## src/rtl/ph_seq_pkg.sv

```systemverilog
package ph_seq_pkg;

    localparam int PH_W     = 11;
    localparam int ADDR_W   = 4;
    localparam int WORD_W   = 24;
    localparam logic [PH_W-1:0] PH_FULL = '1;

    typedef enum logic [1:0] {
        ST_IDLE,
        ST_SCAN,
        ST_FIN
    } seq_state_e;

    // Field order from MSB to LSB is fixed by the downstream decoder.
    typedef struct packed {
        logic              token;
        logic [ADDR_W-1:0] chip;
        logic [ADDR_W-1:0] chan;
        logic              low_gain;
        logic [1:0]        spare;
        logic              ovf;
        logic [PH_W-1:0]   ph;
    } ev_word_t;

    function automatic ev_word_t make_word(
        input logic [PH_W-1:0]   hg,
        input logic [PH_W-1:0]   lg,
        input logic [ADDR_W-1:0] chip,
        input logic [ADDR_W-1:0] chan,
        input logic              last
    );
        ev_word_t w;
        w.token = last;
        w.chip  = chip;
        w.chan  = chan;
        w.spare = 2'b00;
        if (hg == PH_FULL) begin
            w.low_gain = 1'b1;
            w.ph       = lg;
            w.ovf      = (lg == PH_FULL);
        end else begin
            w.low_gain = 1'b0;
            w.ph       = hg;
            w.ovf      = 1'b0;
        end
        return w;
    endfunction

endpackage

```

## src/rtl/ph_hit_picker.sv

```systemverilog
module ph_hit_picker #(
    parameter int TOTAL = 64,
    localparam int IDX_W = $clog2(TOTAL)
) (
    input  logic [TOTAL-1:0] pending,
    output logic [IDX_W-1:0] idx,
    output logic             any,
    output logic             last
);
    // Lowest pending bit wins: chip 0 before chip 1, channel 0 first.
    always_comb begin
        idx = '0;
        for (int i = TOTAL - 1; i >= 0; i--) begin
            if (pending[i]) idx = IDX_W'(i);
        end
    end

    assign any  = |pending;
    assign last = any && ((pending & (pending - TOTAL'(1))) == '0);
endmodule

```

## src/rtl/ph_word_fmt.sv

```systemverilog
module ph_word_fmt
    import ph_seq_pkg::*;
(
    input  logic [PH_W-1:0]   hg,
    input  logic [PH_W-1:0]   lg,
    input  logic [ADDR_W-1:0] chip,
    input  logic [ADDR_W-1:0] chan,
    input  logic              last,
    output logic [WORD_W-1:0] word
);
    ev_word_t w;
    always_comb w = make_word(hg, lg, chip, chan, last);
    assign word = w;
endmodule

```

## src/rtl/ph_sparse_readout.sv

```systemverilog
module ph_sparse_readout
    import ph_seq_pkg::*;
#(
    parameter int NCHIP = 4,
    parameter int NCHAN = 16,
    localparam int TOTAL = NCHIP * NCHAN,
    localparam int IDX_W = $clog2(TOTAL)
) (
    input  logic              clk,
    input  logic              rst,
    input  logic              start,
    input  logic [TOTAL-1:0]  hit_mask,
    output logic              rd_req,
    output logic [3:0]        rd_chip,
    output logic [3:0]        rd_chan,
    input  logic              rd_valid,
    input  logic [10:0]       rd_hg,
    input  logic [10:0]       rd_lg,
    output logic              rd_next,
    output logic              fifo_wr,
    output logic [23:0]       fifo_data,
    input  logic              fifo_full,
    output logic              busy,
    output logic              done
);
    seq_state_e       state;
    logic [TOTAL-1:0] pending;
    logic [IDX_W-1:0] cur_idx;
    logic             cur_any;
    logic             cur_last;
    logic             take;

    ph_hit_picker #(.TOTAL(TOTAL)) i_pick (
        .pending (pending),
        .idx     (cur_idx),
        .any     (cur_any),
        .last    (cur_last)
    );

    assign rd_chip = ADDR_W'(int'(cur_idx) / NCHAN);
    assign rd_chan = ADDR_W'(int'(cur_idx) % NCHAN);

    ph_word_fmt i_fmt (
        .hg   (rd_hg),
        .lg   (rd_lg),
        .chip (rd_chip),
        .chan (rd_chan),
        .last (cur_last),
        .word (fifo_data)
    );

    assign rd_req  = (state == ST_SCAN) && cur_any;
    assign take    = rd_req && rd_valid && !fifo_full;
    assign fifo_wr = take;
    assign rd_next = take;
    assign busy    = (state != ST_IDLE);
    assign done    = (state == ST_FIN);

    always_ff @(posedge clk) begin
        if (rst) begin
            state   <= ST_IDLE;
            pending <= '0;
        end else begin
            case (state)
                ST_IDLE: begin
                    if (start) begin
                        pending <= hit_mask;
                        state   <= (|hit_mask) ? ST_SCAN : ST_FIN;
                    end
                end
                ST_SCAN: begin
                    if (take) begin
                        pending <= pending & ~(TOTAL'(1) << cur_idx);
                        if (cur_last) state <= ST_FIN;
                    end
                end
                default: state <= ST_IDLE;
            endcase
        end
    end
endmodule

```

## config.mk

```make
export PLATFORM = sky130hd
export DESIGN_NAME = ph_sparse_readout
export DESIGN_NICKNAME = d
export VERILOG_FILES = /design/src/rtl/ph_seq_pkg.sv /design/src/rtl/ph_hit_picker.sv /design/src/rtl/ph_word_fmt.sv /design/src/rtl/ph_sparse_readout.sv
export SDC_FILE = /design/constraint.sdc
export NUM_CORES = 1
export LEC_CHECK = 0
export ABC_AREA = 1
export BUFFER_PORTS_ARGS = -buffer_cell sky130_fd_sc_hd__buf_2
export CORE_MARGIN = 3
export CORE_UTILIZATION = 45
export CTS_BUF_LIST = sky130_fd_sc_hd__clkbuf_4 sky130_fd_sc_hd__clkbuf_8
export CTS_CLUSTER_DIAMETER = 60
export DETAILED_ROUTE_END_ITERATION = 8
export GPL_ROUTABILITY_DRIVEN = 0
export PLACE_DENSITY_LB_ADDON = 0.1
export SYNTH_ARGS = -nofsm -noshare
export SYNTH_HDL_FRONTEND = slang
export SYNTH_HIERARCHICAL = 1
export SYNTH_SLANG_ARGS = --single-unit
```

## constraint.sdc

```tcl
create_clock -name clk -period 13 [get_ports clk]
set_clock_uncertainty 0.05 [all_clocks]
set_input_delay 2.6 -clock clk [delete_from_list [all_inputs] [get_ports clk]]
set_output_delay 2.6 -clock clk [all_outputs]
set_load 0.005 [all_outputs]
```

# Word level (Yosys, flattened, before mapping)
# Index checks and enable logic that the tools add are counted.
# totals
input_bits,91
regBits,66
out_inout_bits,37
wordCells,101
# op_classes
eq_ne,7
mux,74
bitwise_logic,3
shifts,1
reduce_logical,13
addsub,1
# ops
cell,n
2-to-1 mux 6 bit,64
bitwise AND 64 bit,2
2-to-1 mux 64 bit,2
one-hot mux 64 bit (2 select lines),1
OR reduction 64 bit,2
logical NOT 64 bit,1
inverter 64 bit,1
left shift 1 x 6 -> 64 bit (first input constant),1
subtractor 64 x 1 -> 64 bit (second input constant),1
equality test 11 bit (second input constant),2
2-to-1 mux 12 bit,1
2-to-1 mux 2 bit,4
inequality test 2 bit (second input constant),3
AND reduction 3 bit,2
logical AND 1 bit,4
one-hot mux 2 bit (2 select lines),1
nonzero test 2 bit,2
equality test 2 x 1 -> 1 bit (second input constant),1
equality test 2 bit (second input constant),1
logical NOT 2 bit,1
logical NOT 1 bit,1
2-to-1 mux 1 bit,1

# Logic depth before layout (Yosys ltp)
# Gate-level depths: netlist (run 1).
# logic_depth
ltp_word,69
mapped_depth,71
mapped_depth_nobuf,71

# Cells and area by module
# The synthesis (run 1) kept the hierarchy.
# modules_own_cells
mod,instances,cells_per_inst,seq_area_each_um2,area_per_inst_um2
ph_sparse_readout,1,583,1321.3,3611.0
ph_hit_picker,1,385,0.0,1719.1
ph_word_fmt,1,71,0.0,377.9

# Worst setup path before layout (run 1)
# OpenSTA, ideal clock, no wires.
# synth_timing
kind,register to output
start,register pending[62]
end,output port fifo_data[15]
arrival_ns,3.398
slack_ns,6.952
required_ns,10.350
path_buffers,1
path_stages_with_launch,65
cell_sequence,dfxtp_1 inv_2 nand2_1 nand2_1 nand2_1 nand2_1 nand2_1 nand2_1 nand2_1 nand2_1 nand2_1 nand2_1 nand2_1 nand2_1 nand2_1 nand2_1 nand2_1 nand2_1 [... 29 more ...] nand2_1 nand2_1 nand2_1 nand2_1 nand2_1 nand2_1 nand2_1 nand2_1 nand2_1 nand2_1 nand2_1 nand2_1 nand2_1 nand2_1 nand2_1 nand2_1 a21oi_2 buf_4
# synth_via
elab_chain_cells,63
# synth_rtl
element,line_no,text
"start, declared",ph_sparse_readout.sv:27,logic [TOTAL-1:0] pending;
"start signal, assigned",ph_sparse_readout.sv:67,pending <= hit_mask;
"start signal, assigned",ph_sparse_readout.sv:73,pending <= pending & ~(TOTAL'(1) << cur_idx);
2-to-1 mux 6 bit (63 in series),ph_hit_picker.sv:14,if (pending[i]) idx = IDX_W'(i);
"end, declared",ph_sparse_readout.sv:21,"output logic [23:0] fifo_data,"
# No other way between the ends.

# Worst setup path in the final report (run 1)
# layout_timing
start,register pending[3]
end,output port fifo_data[23]
# layout_via
elab_chain_cells,4
word_cells_on_any_way,5
cone_classes,1 x add/sub; 1 x bitwise; 3 x reduce/logical
# layout_rtl
element,line_no,text
subtractor 64 x 1 -> 64 bit,ph_hit_picker.sv:19,assign last = any && ((pending & (pending - TOTAL'(1))) == '0);
bitwise AND 64 bit,ph_hit_picker.sv:19,
logical NOT 64 bit,ph_hit_picker.sv:19,
logical AND 1 bit (*),ph_hit_picker.sv:19,
# Mark *: on every way between the ends. The rest lies on a longest branch, timed or not.

==> results.cfg, run 1 <==
[power_and_ir_drop]
swShare_pct = 44.1
power_frac_seq_pct = 33.3
intPower_uw = 405
p_per_area_nw_per_um2 = 113
p_sw_uw = 319
power.share.clock_pct = 22.0
power_frac_comb_pct = 44.7
ir_worst_vdd_v = 0.0000886
p_leak_uw = 0.00305

[cells_and_area]
stdcell_count = 1297
layout-drive-gt1-share_pct = 16.1
area_growth_pct = 12.8
multiInputGateArea_um2 = 3630
layout_common_cells = 384 x nand2_1, 135 x nor2_1, 121 x buf_2, 97 x inv_1, 86 x a21oi_1
final_nets = 1215
final_common_cell = nand2_1
design_area_um2 = 6440
antenna_cells = 0
regArea_um2 = 1320
fill_cells = 1388

[setup_path]
cp-end-kind = output pin
reg2reg_setup_slack_ns = 8.02
timing_worst_setup_path_type = register to output pin
r2r_end = pending[27]$_SDFFE_PP0P_
endpoint = fifo_data[23]
r2r_cells = 69
cp.arrival_ns = 4.27
path_max_fanout = 5
start_kind = register
cp_data_required_time_ns = 10.35
crit_start = pending[3]$_SDFFE_PP0P_
rr_startpoint = pending[61]$_SDFFE_PP0P_

[routing]
wl_mm = 16.9
viasPerCell = 5.13
avgRoutedWirePerCell_um = 13.0
first_pass_iters = 5
via_count = 6654
drc_errors = 0
ant_nets = 0
initialDrtViolationCount = 609

[timing]
max_freq_mhz = 144
hold_ws_ns = 0.426
timing.setup.tns_ns = 0
hold_violations = 0
period_needed_ns = 6.92
rsz0062_at_grt = false
worst_slew_pin_slew_ns = 1.01
maxSlewViolCount = 0
setup_violations = 0
slew-limit-headroom_pct = 32.7
fin_crit_sh_pct = 53.3

[global_route]
grtUsageTotal_pct = 24.2
busiest_layer = met2
grt_util_met1_pct = 31.6
overflow = 0
grt_pass1_vias = 5941
use_met2_pct = 39.1
antenna_found_initial = 0
use_met3_pct = 4.98
grt_start_max_net_pins = 69
grt_pass1_wl_mm = 28.1

[floorplanning]
die_height_um = 119
die_w_um = 119
coreArea_um2 = 12200
die_area_um2 = 14100
start_util_pct = 46.7
rows = 40
io_pins = 128

[clock_tree]
htree_levels = 3
postCtsSetupBuffers = 0
cts.repair.resized = 0
cts.sinks = 66
cts_buffer_depth = 2
cts_tree = done
cts_made_buffers = 9
root_buffer = clkbuf_8
ctsHoldBuffers = 0
clk_latency_ns = 0.37
path_clk_slew_ns = 0.07

[logic_synthesis]
synth_cells = 1039
synthArstFlopShare_pct = 0
ys_warn_count = 6
ys_seq_area_share_pct = 23.1
mappedNetlistArea_um2 = 5710
synth_edf_count = 0
ys_types = 39
ys_seq_elements = 66
syn_area_per_cell_um2 = 5.49
synth_flop_cell = dfxtp_1

[run]
cap_violations = 0

[placement]
placed_area_um2 = 6260
portBuffers = 121
hpwlAfterDp_mm = 13.2
placedCellCount = 1281

[run_status]
status = complete, no violations

[worst_hold_path]
min_path_type = register to register
state kept, by name, indices dropped and copies added, names as in the netlist:
signal,cells
state,2
pending,64
worst min path at each step:
stage                                        start                        to  slack (ns)  cells past startpoint
after floorplan           pending[38]$_SDFFE_PP0P_  pending[38]$_SDFFE_PP0P_        0.40                      2
after global placement    pending[14]$_SDFFE_PP0P_  pending[14]$_SDFFE_PP0P_        0.42                      2
after detailed placement   pending[2]$_SDFFE_PP0P_   pending[2]$_SDFFE_PP0P_        0.42                      2
after CTS                 pending[15]$_SDFFE_PP0P_  pending[15]$_SDFFE_PP0P_        0.43                      2
after global routing       pending[2]$_SDFFE_PP0P_   pending[2]$_SDFFE_PP0P_        0.45                      2
final                      pending[7]$_SDFFE_PP0P_   pending[7]$_SDFFE_PP0P_        0.43                      2
layer usage:
metal	vias to the layer above	part of all wire, %
li1	3493	-
met1	2942	46
met2	186	45
met3	33	5.8
met4	0	2.9
met5	-	0
Yosys cell counts (4+ instances only):
| cell type | instances | area (um^2) |
|---|---|---|
| nand4_1 | 41 | 257 |
| inv_2 | 14 | 52.6 |
| a2111o_1 | 4 | 45.0 |
| nor4_1 | 9 | 56.3 |
| nor2_4 | 4 | 45.0 |
| nor3_1 | 9 | 45.0 |
| buf_6 | 7 | 78.8 |
| o21ai_0 | 52 | 260 |
| o31ai_1 | 4 | 30.0 |
| nand2_1 | 384 | 1440 |
| inv_1 | 97 | 364 |
| clkbuf_1 | 21 | 78.8 |
| a21oi_1 | 87 | 435 |
| buf_4 | 16 | 120 |
| nor2_2 | 7 | 43.8 |
| buf_2 | 12 | 60.1 |
| nor2_1 | 136 | 510 |
| a31oi_1 | 5 | 31.3 |
| nand3_1 | 33 | 165 |
| dfxtp_1 | 66 | 1320 |
stage by stage:
step                util, %  worst slack, ns  power (uW)
floorplan                 -             6.95         485
global placement       51.3             6.58         567
detailed placement     51.3             6.50         566
CTS                    52.7             6.10         727
global route           52.7             5.43         786
finish                 52.7             6.08         724
cells by family (layout without fill, tap and decap cells):
kind of cell,count (synthesis),after routing,share of synthesized area (%)
flops,66,66,23.1
simple gates,631,631,46.2
compound gates,170,170,16.6
other cells,2,6,0.132
buf+inv,170,256,13.9
layout make-up:
class                   count  share of cell area [%]
flip-flops and latches     66                    20.5
clock inverters             3                   0.233
clock buffers              13                    2.49
inverters                 113                    7.02
repair buffers            127                    10.1
multi-input cells         807                    56.3
well taps                 168                    3.27
critical path, cell delays in order, from the launching register on:
cell and delay (ns):
dfxtp_1 0.33, nor2_1 0.19, nand3_1 0.12, nor2_1 0.13, nand3_1 0.10, nor2_1 0.20
inv_2 0.05, nor2_2 0.18, inv_2 0.05, nor2_2 0.17, inv_2 0.09, nor2_2 0.12
inv_2 0.06, nor2_2 0.12, nand2_2 0.12, inv_2 0.11, nand2_2 0.08, nor2_2 0.14
nand2_1 0.10, nor2_1 0.09, nor2_1 0.04, a2111o_1 0.28, a2111o_1 0.30, nor4_1 0.25
nand4_1 0.17, nor2_1 0.16, buf_2 0.13
power by group through the flow:
| stage | Clock [uW] | Combinational (uW) | Sequential (uW) |
|---|---|---|---|
| 2_1_floorplan | 0 | 249 | 235 |
| 3_3_place_gp | 0 | 322 | 245 |
| 3_5_place_dp | 0 | 320 | 246 |
| 4_1_cts | 164 | 322 | 241 |
| 5_1_grt | 173 | 369 | 245 |
| 6_report | 159 | 324 | 241 |
Power figures use the tool's default switching activity.
==> run 2, diff against run 1 <==
==> constraint.sdc (replaced) <==
create_clock -name clk -period 6.1 [get_ports clk]
set_clock_uncertainty 0.05 [all_clocks]
set_input_delay 1.22 -clock clk [delete_from_list [all_inputs] [get_ports clk]]
set_output_delay 1.22 -clock clk [all_outputs]
set_load 0.005 [all_outputs]
==> results.cfg, run 2 (synthesis gave the netlist of run 1 again) <==
[run_status]
status = complete, no violations

[setup_path]
path_max_fanout = 5
cp-end-kind = output pin
start_kind = register
cp.arrival_ns = 4.29
cp_data_required_time_ns = 4.83
timing_worst_setup_path_type = register to output pin

[routing]
first_pass_iters = 5
initialDrtViolationCount = 669
drc_errors = 0
via_count = 6692
viasPerCell = 5.16
avgRoutedWirePerCell_um = 13.3
wl_mm = 17.2
ant_nets = 0

[clock_tree]
cts_made_buffers = 9
cts_tree = done
cts.sinks = 66
root_buffer = clkbuf_8
path_clk_slew_ns = 0.07
cts_buffer_depth = 2
clk_latency_ns = 0.37
htree_levels = 3
ctsHoldBuffers = 0

[placement]
portBuffers = 121
placed_area_um2 = 6260
hpwlAfterDp_mm = 13.2
dp_slack_ns = 0.934
placedCellCount = 1281

[cells_and_area]
design_area_um2 = 6440
layout-drive-gt1-share_pct = 16.1
fill_cells = 1370
multiInputGateArea_um2 = 3630
regArea_um2 = 1320
final_common_cell = nand2_1
antenna_cells = 0
reg_top3 = pending: 64 flops, state: 2 flops
layout_common_cells = 384 x nand2_1, 135 x nor2_1, 121 x buf_2, 97 x inv_1, 86 x a21oi_1
largest-register = pending
final_nets = 1215
stdcell_count = 1297
largest_register_ffs = 64
final_util_pct = 52.8
area_growth_pct = 12.9

[floorplanning]
coreArea_um2 = 12200
start_util_pct = 46.7
rows = 40
io_pins = 128
die_height_um = 119
die_w_um = 119
die_area_um2 = 14100

[timing]
maxSlewViolCount = 0
setup_violations = 0
worst_slew_pin_slew_ns = 1.05
hold_violations = 0
rsz0062_at_grt = false
period_needed_ns = 5.56
timing.setup.tns_ns = 0
max_freq_mhz = 180
fin_crit_sh_pct = 91.2
slew-limit-headroom_pct = 30.3
layout_setup_ws_ns = 0.536

[power_and_ir_drop]
power_frac_seq_pct = 33.3
power_frac_comb_pct = 44.9
p_sw_uw = 692
p_per_area_nw_per_um2 = 240
power.share.clock_pct = 21.7
intPower_uw = 855
swShare_pct = 44.7
p_leak_uw = 0.00305
ir_worst_vdd_v = 0.000204

[global_route]
grt_start_max_net_pins = 69
grt_pass1_vias = 5995
grtUsageTotal_pct = 24.3
overflow = 0
grt_pass1_wl_mm = 28.2
antenna_found_initial = 0

[run]
cap_violations = 0

[worst_hold_path]
min_path_type = register to register
run 2: area by class of cell:
| type | count | share of cell area (%) |
|---|---|---|
| Timing Repair Buffer | 127 | 10.1 |
| Sequential cell | 66 | 20.5 |
| Clock buffer | 11 | 2.25 |
| Inverter | 113 | 7.01 |
| Multi-Input combinational cell | 807 | 56.4 |
| Clock inverter | 5 | 0.466 |
| Tap cell | 168 | 3.26 |
run 2: worst paths after layout:
kind / startpoint / endpoint / slack (ns) / cells after the start
min: pending[13]$_SDFFE_PP0P_ / pending[13]$_SDFFE_PP0P_ / 0.43 / 2
min reg2reg: pending[13]$_SDFFE_PP0P_ / pending[13]$_SDFFE_PP0P_ / 0.43 / 2
max: pending[0]$_SDFFE_PP0P_ / fifo_data[23] / 0.54 / 26
max reg2reg: pending[62]$_SDFFE_PP0P_ / pending[28]$_SDFFE_PP0P_ / 1.08 / 69
run 2: routing by layer:
metal / share of wire, % / vias up / wire, um / global-route usage (%)
met1: 45 / 2968 / 7700 / 31.7
li1: - / 3483 / - / -
met3: 6.5 / 29 / 1120 / 5.55
met4: 2.0 / 0 / 350 / 7.39
met5: 0 / - / 0 / 0
met2: 47 / 212 / 8030 / 40.0
run 2: stage by stage:
stage	hold WS (ns)	total power, uW
floorplan	0.402	1030
global placement	0.417	1210
detailed placement	0.422	1210
CTS	0.432	1550
global route	0.452	1670
finish	0.428	1550
run 2: worst max-delay path, cell delays in order (launching register included):
cell,delay [ns]
dfxtp_1,0.36
nor2_1,0.17
nand3_1,0.13
nor2_1,0.14
nand3_1,0.10
nor2_1,0.20
inv_2,0.05
nor2_2,0.18
inv_2,0.05
nor2_2,0.17
inv_2,0.10
nor2_2,0.13
inv_2,0.06
nor2_2,0.12
nand2_2,0.11
inv_2,0.10
nand2_2,0.08
nor2_2,0.15
nand2_1,0.11
nor2_1,0.10
nor2_1,0.05
a2111o_1,0.28
a2111o_1,0.30
nor4_1,0.25
nand4_1,0.16
nor2_1,0.15
buf_2,0.13
run 2: power groups by stage:
stage | Clock (uW) | Sequential (uW) | Combinational (uW)
6_report | 336 | 515 | 695
5_1_grt | 365 | 523 | 786
4_1_cts | 349 | 514 | 687
3_5_place_dp | 0 | 524 | 684
3_3_place_gp | 0 | 523 | 686
2_1_floorplan | 0 | 502 | 531
run 2: timing repair:
item                                   in CTS  in global routing
resized for setup                           0                  1
setup buffers                               0                  0
setup endpoints to repair                   0                  2
endpoints found under the hold margin       0                  0
==> run 3, diff against run 2 <==
==> constraint.sdc (replaced) <==
create_clock -name clk -period 6.1 [get_ports clk]
set_clock_uncertainty 0.05 [all_clocks]
set_input_delay 0.61 -clock clk [delete_from_list [all_inputs] [get_ports clk]]
set_output_delay 0.61 -clock clk [all_outputs]
set_load 0.005 [all_outputs]
==> results.cfg, run 3 (synthesis gave the netlist of run 1 again) <==
[setup_path]
slowest_delay_ns = 0.38
critPathMostFrequentCell = nor2_1
critPathBufInv = 5
slowest_stage = a2111o_1
timing_worst_setup_path_type = register to output pin
cp_data_required_time_ns = 5.44
rr_startpoint = pending[63]$_SDFFE_PP0P_
start_kind = register
path_delay_family = simple AND/OR/NAND/NOR gates
cp.arrival_ns = 4.42
path_max_fanout = 5
path_cells = nor2_2, nand3_1, nor2_1, nand3_1, nor2_1, inv_2, nor2_2, inv_2, nor2_2, nand2_1, nor2_1, inv_2, nor3_1, nand2_1, inv_1, nand2_1, nor3_1, nand4_1, a2111o_1, nor4_1, nand4_1, nor2_1, buf_2
crit_start = pending[4]$_SDFFE_PP0P_
cp-end-kind = output pin

[timing]
hold_violations = 0
timing.setup.tns_ns = 0
rsz0062_at_grt = false
maxSlewViolCount = 0
period_needed_ns = 5.08
setup_violations = 0
slew-limit-headroom_pct = 29.3
hold_ws_ns = 0.432
worst_slew_pin_slew_ns = 1.06
fin_crit_sh_pct = 83.2
max_freq_mhz = 197

[routing]
first_pass_iters = 6
ant_nets = 0
avgRoutedWirePerCell_um = 13.6
via_count = 6649
viasPerCell = 5.13
initialDrtViolationCount = 562
wl_mm = 17.6
drc_errors = 0

[clock_tree]
cts.sinks = 66
path_clk_slew_ns = 0.09
cts.repair.resized = 0
htree_levels = 3
ctsHoldBuffers = 0
cts_tree = done
postCtsSetupBuffers = 0
cts_buffer_depth = 2
cts_made_buffers = 9
root_buffer = clkbuf_8
clk_latency_ns = 0.38

[run]
cap_violations = 0

[global_route]
grtUsageTotal_pct = 25.2
antenna_found_initial = 0
grt_pass1_vias = 6029
grt_pass1_wl_mm = 29.0
grt_start_max_net_pins = 69
overflow = 0

[cells_and_area]
final_common_cell = nand2_1
area_growth_pct = 12.9
layout-drive-gt1-share_pct = 16.1
layout_common_cells = 384 x nand2_1, 135 x nor2_1, 121 x buf_2, 97 x inv_1, 86 x a21oi_1
reg_top3 = pending: 64 flops, state: 2 flops
antenna_cells = 0
final_nets = 1216
largest_register_ffs = 64
largest-register = pending

[placement]
hpwlAfterDp_mm = 13.5
portBuffers = 121

[floorplanning]
die_w_um = 119
io_pins = 128
die_area_um2 = 14100
rows = 40
coreArea_um2 = 12200
start_util_pct = 46.7
die_height_um = 119

[run_status]
status = complete, no violations

[worst_hold_path]
min_path_type = register to register
hp-start = pending[40]$_SDFFE_PP0P_

[power_and_ir_drop]
p_per_area_nw_per_um2 = 242
p_leak_uw = 0.00306
ir_worst_vdd_v = 0.000148
[run 3: cell types whose count changed in the layout (fill, tap and decap cells not counted)]
cell,previous run,this run
a21oi_4,1,0
clkbuf_8,10,11
buf_4,6,7
clkinvlp_4,2,0
a21oi_2,1,2
[run 3: final timing paths]
path	to	slack [ns]	cells after the start
worst max-delay path	fifo_data[23]	1.02	23
worst min-delay path	pending[40]$_SDFFE_PP0P_	0.43	2
worst max register to register	pending[3]$_SDFFE_PP0P_	1.23	69
worst min register to register	pending[40]$_SDFFE_PP0P_	0.43	2
[run 3: area by class of cell]
type | count | area [um^2]
Clock inverter | 3 | 15.0
Multi-Input combinational cell | 807 | 3630
Sequential cell | 66 | 1320
Fill cell | 1418 | 5770
Tap cell | 168 | 210
Clock buffer | 12 | 159
Timing Repair Buffer | 128 | 658
Inverter | 113 | 452
[run 3: routing by layer]
layer,routed length (um),part of all wire (%),up-vias,global-route usage [%]
met1,8110,46,2934,33.8
met3,1070,6.0,26,5.36
met5,0,0,-,0
li1,-,-,3490,-
met2,8120,46,199,40.5
met4,333,1.9,0,7.82
[run 3: power breakdown]
group	switching [uW]	internal (uW)
sequential	51.0	466
combinational	468	228
clock	178	170
total	698	863
[run 3: stage by stage]
| stage | cell area, um^2 | utilization, % | setup WS, ns | std cells | power (uW) |
|---|---|---|---|---|---|
| 2_1_floorplan | 5720 | - | 1.99 | 1043 | 1030 |
| 3_3_place_gp | 6270 | 51.3 | 1.30 | 1282 | 1220 |
| 3_5_place_dp | 6270 | 51.3 | 1.27 | 1282 | 1210 |
| 4_1_cts | 6440 | 52.8 | 1.01 | 1297 | 1570 |
| 5_1_grt | 6440 | 52.8 | 0.382 | 1297 | 1690 |
| 6_report | 6440 | 52.8 | 1.02 | 1297 | 1560 |
[run 3: tightest hold or removal path, cell delays in order (launching register included)]
cell and delay [ns]:
dfxtp_1 0.33, nand2_1 0.06, a21oi_1 0.05
